File: src/rtl/region_cache_ctrl.sv
module region_cache_ctrl #(
  parameter int AW    = 16,
  parameter int WORDS = 4,
  parameter int SETS  = 16,
  parameter int MSETS = 8,
  parameter int WAYS  = 4,
  parameter int WBD   = 4,
  localparam int OFF  = $clog2(WORDS),
  localparam int BA   = AW - OFF,
  localparam int EW   = $clog2(WAYS + 1)
) (
  input  logic             clk,
  input  logic             rst_n,
  input  logic             req_valid,
  input  logic             req_write,
  input  logic [AW-1:0]    req_addr,
  input  logic [1:0]       req_region,
  input  logic [WAYS-1:0]  req_mask,
  output logic             req_ready,
  output logic             hit,
  output logic             mini_en,
  output logic [WAYS-1:0]  way_en,
  output logic [EW-1:0]    en_count,
  output logic             fill_valid,
  output logic [BA-1:0]    fill_addr,
  output logic [WAYS-1:0]  fill_way,
  output logic             byp_rd_valid,
  output logic [AW-1:0]    byp_rd_addr,
  output logic             wb_valid,
  output logic [BA-1:0]    wb_addr,
  output logic [WORDS-1:0] wb_mask,
  input  logic             wb_ready
);
  localparam int IB  = $clog2(SETS);
  localparam int MIB = $clog2(MSETS);
  localparam int TB  = BA - IB;
  localparam int MTB = BA - MIB;
  localparam int WPB = $clog2(WAYS);
  localparam int WBP = $clog2(WBD);

  logic [TB-1:0]    wtag  [WAYS][SETS];
  logic [SETS-1:0]  wval  [WAYS];
  logic [SETS-1:0]  wdirty[WAYS];
  logic [WPB-1:0]   rr    [SETS];
  logic [MTB-1:0]   mtag  [MSETS];
  logic [MSETS-1:0] mval, mdirty;

  logic [BA-1:0]    wba [WBD];
  logic [WORDS-1:0] wbm [WBD];
  logic [WBD-1:0]   wbv;
  logic [WBP-1:0]   rd, wr;
  logic [WBP:0]     cnt;

  wire [BA-1:0]  blk  = req_addr[AW-1:OFF];
  wire [IB-1:0]  idx  = blk[IB-1:0];
  wire [TB-1:0]  tag  = blk[BA-1:IB];
  wire [MIB-1:0] midx = blk[MIB-1:0];
  wire [MTB-1:0] mt   = blk[BA-1:MIB];

  wire is_mini = req_region == 2'd0;
  wire is_way  = req_region == 2'd1 && |req_mask;
  wire is_byp  = !is_mini && !is_way;

  logic [WAYS-1:0] way_hit;
  logic [WPB-1:0]  vway;
  logic            vfound;
  always_comb begin
    for (int w = 0; w < WAYS; w++)
      way_hit[w] = req_mask[w] && wval[w][idx] && wtag[w][idx] == tag;
    vway = '0;
    vfound = 1'b0;
    for (int k = 0; k < WAYS; k++)
      if (!vfound && req_mask[WPB'(rr[idx] + WPB'(k))]) begin
        vway = WPB'(rr[idx] + WPB'(k));
        vfound = 1'b1;
      end
  end

  wire m_hit = mval[midx] && mtag[midx] == mt;
  wire miss  = (is_way && !(|way_hit)) || (is_mini && !m_hit);
  wire vdirty = is_mini ? (mval[midx] && mdirty[midx])
                        : (wval[vway][idx] && wdirty[vway][idx]);
  wire [BA-1:0] vaddr = is_mini ? {mtag[midx], midx} : {wtag[vway][idx], idx};

  wire             push_need = req_valid && ((is_byp && req_write) || (miss && vdirty));
  wire [BA-1:0]    push_addr = is_byp ? blk : vaddr;
  wire [WORDS-1:0] push_mask = is_byp ? (WORDS'(1) << req_addr[OFF-1:0]) : '1;
  wire             drain = wbv[rd] && wb_ready;
  wire             full  = cnt == (WBP+1)'(WBD);

  logic           mfound;
  logic [WBP-1:0] mi;
  always_comb begin
    mfound = 1'b0;
    mi = '0;
    for (int i = 0; i < WBD; i++)
      if (!mfound && wbv[i] && wba[i] == push_addr && !(drain && WBP'(i) == rd)) begin
        mfound = 1'b1;
        mi = WBP'(i);
      end
  end

  assign req_ready = !(push_need && !mfound && full);
  wire go   = req_valid && req_ready;
  wire push = go && push_need;

  assign hit          = go && !is_byp && !miss;
  assign mini_en      = go && is_mini;
  assign way_en       = (go && is_way) ? req_mask : '0;
  assign fill_valid   = go && miss;
  assign fill_addr    = blk;
  assign fill_way     = (go && is_way && miss) ? (WAYS'(1) << vway) : '0;
  assign byp_rd_valid = go && is_byp && !req_write;
  assign byp_rd_addr  = req_addr;
  assign wb_valid     = wbv[rd];
  assign wb_addr      = wba[rd];
  assign wb_mask      = wbm[rd];

  always_comb begin
    en_count = EW'(mini_en);
    for (int w = 0; w < WAYS; w++) en_count = en_count + EW'(way_en[w]);
  end

  always_ff @(posedge clk) begin
    if (go && is_way && miss) wtag[vway][idx] <= tag;
    if (go && is_mini && miss) mtag[midx] <= mt;
  end

  always_ff @(posedge clk or negedge rst_n) begin
    if (!rst_n) begin
      for (int w = 0; w < WAYS; w++) begin
        wval[w]   <= '0;
        wdirty[w] <= '0;
      end
      for (int s = 0; s < SETS; s++) rr[s] <= '0;
      mval   <= '0;
      mdirty <= '0;
    end else if (go) begin
      if (is_way && miss) begin
        wval[vway][idx]   <= 1'b1;
        wdirty[vway][idx] <= req_write;
        rr[idx]           <= vway + WPB'(1);
      end else if (is_way && req_write) begin
        for (int w = 0; w < WAYS; w++)
          if (way_hit[w]) wdirty[w][idx] <= 1'b1;
      end
      if (is_mini) begin
        if (miss) begin
          mval[midx]   <= 1'b1;
          mdirty[midx] <= req_write;
        end else if (req_write) mdirty[midx] <= 1'b1;
      end
    end
  end

  always_ff @(posedge clk or negedge rst_n) begin
    if (!rst_n) begin
      wbv <= '0;
      rd  <= '0;
      wr  <= '0;
      cnt <= '0;
      for (int i = 0; i < WBD; i++) begin
        wba[i] <= '0;
        wbm[i] <= '0;
      end
    end else begin
      if (drain) begin
        wbv[rd] <= 1'b0;
        rd <= rd + WBP'(1);
      end
      if (push) begin
        if (mfound) wbm[mi] <= wbm[mi] | push_mask;
        else begin
          wbv[wr] <= 1'b1;
          wba[wr] <= push_addr;
          wbm[wr] <= push_mask;
          wr <= wr + WBP'(1);
        end
      end
      cnt <= cnt + (WBP+1)'(push && !mfound) - (WBP+1)'(drain);
    end
  end
endmodule

File: config.mk
export PLATFORM = sky130hd
export DESIGN_NAME = region_cache_ctrl
export DESIGN_NICKNAME = d
export VERILOG_FILES = /design/src/rtl/region_cache_ctrl.sv
export SDC_FILE = /design/constraint.sdc
export NUM_CORES = 2
export LEC_CHECK = 0
export BUFFER_PORTS_ARGS = -buffer_cell sky130_fd_sc_hd__buf_2
export CAP_MARGIN = 10
export CORE_AREA = 2 2 354 356
export DETAILED_ROUTE_END_ITERATION = 6
export DIE_AREA = 0 0 356 358
export HOLD_SLACK_MARGIN = 0.03
export PLACE_DENSITY = 0.68
export SETUP_SLACK_MARGIN = 0.02
export SLEW_MARGIN = 25
export SYNTH_ARGS = -nofsm -noshare
export SYNTH_HDL_FRONTEND = slang
export SYNTH_SLANG_ARGS = --single-unit
File: constraint.sdc
create_clock -name clk -period 6.2 [get_ports clk]
set_input_delay 0 -clock clk [delete_from_list [all_inputs] [get_ports clk]]
set_output_delay 0 -clock clk [all_outputs]
set_load 0.01 [all_outputs]
# == Yosys cells after proc, flatten, opt, wreduce, memory -nomap -nowiden ==
# Memories as Yosys holds them, arrays and structs flattened.
# Index checks and enable logic that the tools add are counted.
# totals
regBits,259
mem_bits_rw,728
in_bits,27
elab_cells,327
memories,2
# memory_table
memory,words,word_bits,read_ports,rd_ports_with_merged_regs,wr,line,text
wtag,4,160,5,0,1,41,logic [TB-1:0] wtag [WAYS][SETS];
mtag,8,11,1,0,1,45,logic [MTB-1:0] mtag [MSETS];
# op_classes
addsub,12
order_cmp,21
n_eq_ne,14
shift,2
n_mux,121
n_bitwise,17
reduce_logical,100
# ops
cell,n
$bmux W10 S4,5
$mux W16,10
$mux W160,1
$mux W64,2
$mux W10,11
$mux W14,5
$bmux W16 S2,2
$bwmux W64,1
$or A16 B16 Y16,4
$or A64 B64 Y64,1
$logic_and A1 B1 Y1,61
$bwmux W56,1
$eq A14 B14 Y1,4
$mux W4,12
$demux W10 S4,1
$eq A10 B10 Y1,4
$bwmux W16,2
$bwmux W32,1
$demux W16 S2,1
$mux W1,29
$bmux W14 S2,1
$demux W14 S2,1
$bmux W1 S4,6
$logic_not A1 Y1,19
47 further kinds,102

# == Longest topological paths before layout ==
# An unclocked memory read counts as a cell.
# depth
ltp_word,52
ltp_mapped,32
ltp_nobuf,24

# == Worst setup path before layout ==
# OpenSTA, ideal clock, no wires.
# synth_timing
path_kind,reg2out
startpoint,register rr[24] in the netlist's numbering
endpoint,output en_count[1]
arrival_time_ns,6.279
t_required_ns,6.200
slack_ns,-0.079
stages_incl_launch_ff,30
path_buffers,6
path_cell_list,dfrtp_1 mux2_1 o22a_1 and2_1 o311a_4 o211ai_4 inv_2 buf_4 buf_4 buf_4 buf_2 mux2i_1 a221oi_1 o21ai_0 nor3_1 nand3_2 mux2i_1 a2111oi_0 nand4_2 nand4_4 or3_4 buf_8 buf_6 nand2_1 nor3_1 fa_1 inv_1 fa_1 inv_1 ha_1
# synth_via
elab_chain_len,51
elab_cells_between_ends,83
cone_classes,add/sub (7); eq/ne (4); mux (39); bitwise (1); reduce/logical (31); memory (1)
# synth_rtl
item,line,text
start: declaration,44,logic [WPB-1:0] rr [SETS];
start signal: indexed assignment,142,rr[idx] <= vway + WPB'(1);
$bmux W2 S4 (*),"73, 74",
$mux W2 (not written as such) (*) (2 in a row),"73, 74",
branches (longest 11 deep; another with $add A2 B1 Y2),--,
$mux W2 (*),73,if (!vfound && req_mask[WPB'(rr[idx] + WPB'(k))]) begin
$mem_v2 Z4 W160,--,
$bmux W10 S4,83,"wire [BA-1:0] vaddr = is_mini ? {mtag[midx], midx} : {wtag[vway][idx], idx};"
$mux W10 (not written as such) (2 in a row),83,
$mux W14,83,
(+23 left out),--,
$logic_not A1 Y1 (*),103,assign req_ready = !(push_need && !mfound && full);
$logic_and A1 B1 Y1 (*),104,wire go = req_valid && req_ready;
$logic_and A1 B1 Y1 (*),109,assign way_en = (go && is_way) ? req_mask : '0;
$mux W4 (*),109,
via way_en[0],22,"output logic [WAYS-1:0] way_en,"
$add A1 B1 Y2 (*),121,for (int w = 0; w < WAYS; w++) en_count = en_count + EW'(way_en[w]);
$add A2 B1 Y3 (*),121,
$add A3 B1 Y3 (*) (2 in a row),121,
end: declaration,23,"output logic [EW-1:0] en_count,"
# Mark *: on every way through the listed nets, which the timed path passes. The select of a mux whose other input is x is not followed.

# == Final worst setup path ==
# layout_timing
startpoint,register rr[7] in the netlist's numbering
endpoint,output en_count[1]
# layout_via
elab_chain_len,51
elab_cells_between_ends,83
cone_classes,add/sub (7); eq/ne (4); mux (39); bitwise (1); reduce/logical (31); memory (1)
# layout_rtl
item,line
$bmux W2 S4 (*),"73, 74"
$mux W2 (not written as such) (*) (2 in a row),"73, 74"
branches (longest 11 deep; another with $add A2 B1 Y2),--
$mux W2 (*),73
$mem_v2 Z4 W160,--
$bmux W10 S4,83
$mux W10 (not written as such) (2 in a row),83
$mux W14,83
(+23 left out),--
$logic_not A1 Y1 (*),103
$logic_and A1 B1 Y1 (*),104
$logic_and A1 B1 Y1,109
$mux W4,109
$add A1 B1 Y2,121
$add A2 B1 Y3,121
$add A3 B1 Y3,121
$add A3 B1 Y3 (*),121
# Mark *: on every way between the ends. The select of a mux whose other input is x is not followed.

==> impl_metrics.json <==
{
  "status": "complete, but fails checks",
  "violations": "setup timing",
  "crit_path_start": "rr[7]",
  "worst_slack_ps": -1040,
  "synth-seq-cells": 987,
  "syn_avg_cell_area_um2": 13.4,
  "clk_latency_ps": 710,
  "worst_setup_path_end_kind": "output pin",
  "crit_type": "flop to output pin",
  "post-route-period-util": 1.17,
  "via_count": 39500,
  "async_flop_share": 0.262,
  "via_per_inst": 6.66,
  "hold_class": "input pin to flop",
  "slew_headroom": 0.227,
  "cp_slowest_cell": "or4_4",
  "ir_drop_mv": 0.333,
  "hold_viol": 0,
  "hold_start": "req_addr[15]",
  "drt_first_pass_iters": 6,
  "ys_warn_count": 0,
  "cts_sinks": 987,
  "setup_tns_ps": -549810,
  "die-area_mm2": 0.127,
  "dp_hpwl_um": 138000,
  "dp_worst_setup_slack_ps": -652,
  "cts_made_buffers": 101,
  "grt_first_pass_wirelength_um": 278000,
  "path_clk_slew_ps": 70,
  "slowest_delay_ps": 640,
  "power.density_mw_per_mm2": 299,
  "synth_cell_types": 99,
  "drc": 0,
  "grt_pass1_vias": 37200,
  "chipHeight_um": 358,
  "routed_wl_um": 200000,
  "drt_iter0_drc": 7074,
  "critical_path_arrival_ps": 7240,
  "port_buffers": 91,
  "cts_buffer_depth": 3,
  "drv_slew": 0,
  "max_freq_mhz": 138,
  "gp_congestion": 1.05,
  "start_util": 0.399,
  "htreeDepth": 3,
  "r2r_start": "rr[7]",
  "wl_per_cell_um": 33.8,
  "finClkSkew_ps": 36.3,
  "maxCapViolCount": 0,
  "gr-usage-all-layers": 0.305,
  "min_path_cells": 2,
  "critPathRequiredTime_ps": 6200,
  "path_max_fanout": 11,
  "synth_edf_count": 728,
  "cp.buffers_inverters": 9,
  "syn_inst": 3674,
  "rsz0062_at_grt": "true",
  "cts_tree": "built",
  "nNetsFinal": 4248,
  "crit_cells": 29,
  "synth_nets": 3719,
  "row_count": 129,
  "min_period_ps": 7240,
  "io_pins": 92,
  "leakage_uw": 0.0223,
  "die_w_um": 356,
  "drive_gt1_frac": 0.335,
  "ff2ff_path_depth": 33,
  "gr-total-overflow": 0,
  "critical_path.top_delay_family": "simple AND/OR/NAND/NOR gates",
  "root_buffer": "clkbuf_16",
  "yosysSeqAreaShare": 0.577,
  "area.growth.synth_to_final_pct": 25.5,
  "core_area_mm2": 0.123,
  "finalSetupViolCount": 908,
  "ant_nets": 0,
  "worst_slew_pin_slew_ps": 1150,
  "finalPower_uw": 18500,
  "antenna_found_initial": 15,
  "start_kind": "flop",
  "synth_area_mm2": 0.0491,
  "grt_max_degree": 168,
  "synth_flop_cell": "edfxtp_1"
}
## sequential cells by signal, summed over array words and instances (netlist names), 8 cells and up
register and cells:
wdirty 64, wbm 16, mdirty 8, mval 8
wba 56, wtag 640, wval 64, rr 32
mtag 88
## timing repair
action / CTS / global route
setup buffers: 38 / 28
hold buffers: 20 / 0
pin swaps: 32 / 38
setup endpoints to repair: 981 / 942
gates cloned: 6 / 8
resized for setup: 228 / 122
endpoints found under the hold margin: 373 / 0
## worst reg2reg max path, delay by kind of cell, from the launching register on
family	cells	cell delay, ps
and+or+nand+nor	10	2470
buffers and inverters	16	2140
AOI/OAI and AO/OA	5	1290
muxes	2	460
DFF	1	360
## cell families after synthesis
family | count (synthesis) | share of synthesized area
flip-flops | 987 | 0.577
adder cells (fa/ha/maj) | 18 | 0.00504
multiplexers | 466 | 0.165
AO/OA/AOI/OAI | 750 | 0.107
AND/OR/NAND/NOR | 1013 | 0.0956
XOR/XNOR | 72 | 0.0128
buffers and inverters | 368 | 0.0383
## where the power goes
group	switching [µW]	internal (µW)
Clock	2750	3820
Combinational	2230	1770
Sequential	439	7450
Total	5420	13000
## per-stage QoR
step / cell area, µm² / utilization / hold slack, ps / std cells
after floorplan: 49200 / - / -296 / 3674
after global placement: 55600 / 0.451 / 86.9 / 5644
after detailed placement: 55600 / 0.451 / 76.9 / 5644
after CTS: 60700 / 0.492 / 29.4 / 5893
after global routing: 61700 / 0.500 / 95.5 / 5928
final: 61700 / 0.500 / 83.8 / 5931
## placed cells by master (no fill, tap or decap), types with 21 or more instances in the layout
master / netlist / layout
edfxtp_1: 728 / 728
buf_4: 68 / 452
nand2_1: 370 / 366
mux4_2: 265 / 265
dfrtp_1: 259 / 259
nor2_1: 222 / 162
nand3_1: 169 / 162
a21oi_1: 151 / 150
a31oi_1: 152 / 148
buf_12: 0 / 119
clkbuf_16: 0 / 113
mux2i_1: 109 / 106
buf_2: 68 / 78
mux2_2: 74 / 71
o21bai_1: 70 / 70
xnor2_1: 54 / 54
nand4_1: 53 / 53
buf_6: 20 / 53
nor3_1: 54 / 45
nor2_4: 0 / 44
o21ai_0: 41 / 38
inv_1: 40 / 32
a311oi_1: 31 / 31
o22ai_1: 36 / 29
a22oi_1: 25 / 25
o221ai_1: 24 / 22
and3_1: 24 / 21
a22o_1: 21 / 21
## path summary, 6_finish.rpt
kind	end	slack, ps
setup / recovery	en_count[1]	-1040
hold / removal	mtag[0][10]	80
setup reg to reg	wtag[1][6]	-850
hold reg to reg	mval[1]	450
max in group asynchronous	wval[31]	4860
min in group asynchronous	cnt[0]	450
## per-layer routing
layer	GRT usage	vias to the layer above	share of wire
met1	0.398	19800	0.36
met5	0	-	0.00050
met2	0.446	3446	0.42
met4	0.155	14	0.065
li1	-	15500	-
met3	0.115	680	0.15
## cell usage after synthesis (all sizes together) (70+ instances only)
| cell | instances | share of area |
|---|---|---|
| a31oi | 152 | 0.019 |
| nand2 | 371 | 0.028 |
| nor2 | 224 | 0.017 |
| o21bai | 70 | 0.011 |
| mux2 | 92 | 0.021 |
| clkbuf | 135 | 0.010 |
| nand3 | 174 | 0.018 |
| buf | 190 | 0.025 |
| dfrtp | 259 | 0.13 |
| a21oi | 151 | 0.015 |
| edfxtp | 728 | 0.44 |
| mux4 | 265 | 0.12 |
| mux2i | 109 | 0.022 |
## area by class of cell
type	instances	area [µm²]
Inverter	43	208
Timing Repair Buffer	750	7570
Fill cell	10400	61700
Clock buffer	125	2780
Tap cell	1637	2050
Sequential cell	987	28300
Antenna cell	5	12.5
Timing Repair inverter	1	8.76
Clock inverter	64	753
Multi-Input combinational cell	2319	19900
Power figures use the tool's default switching activity.
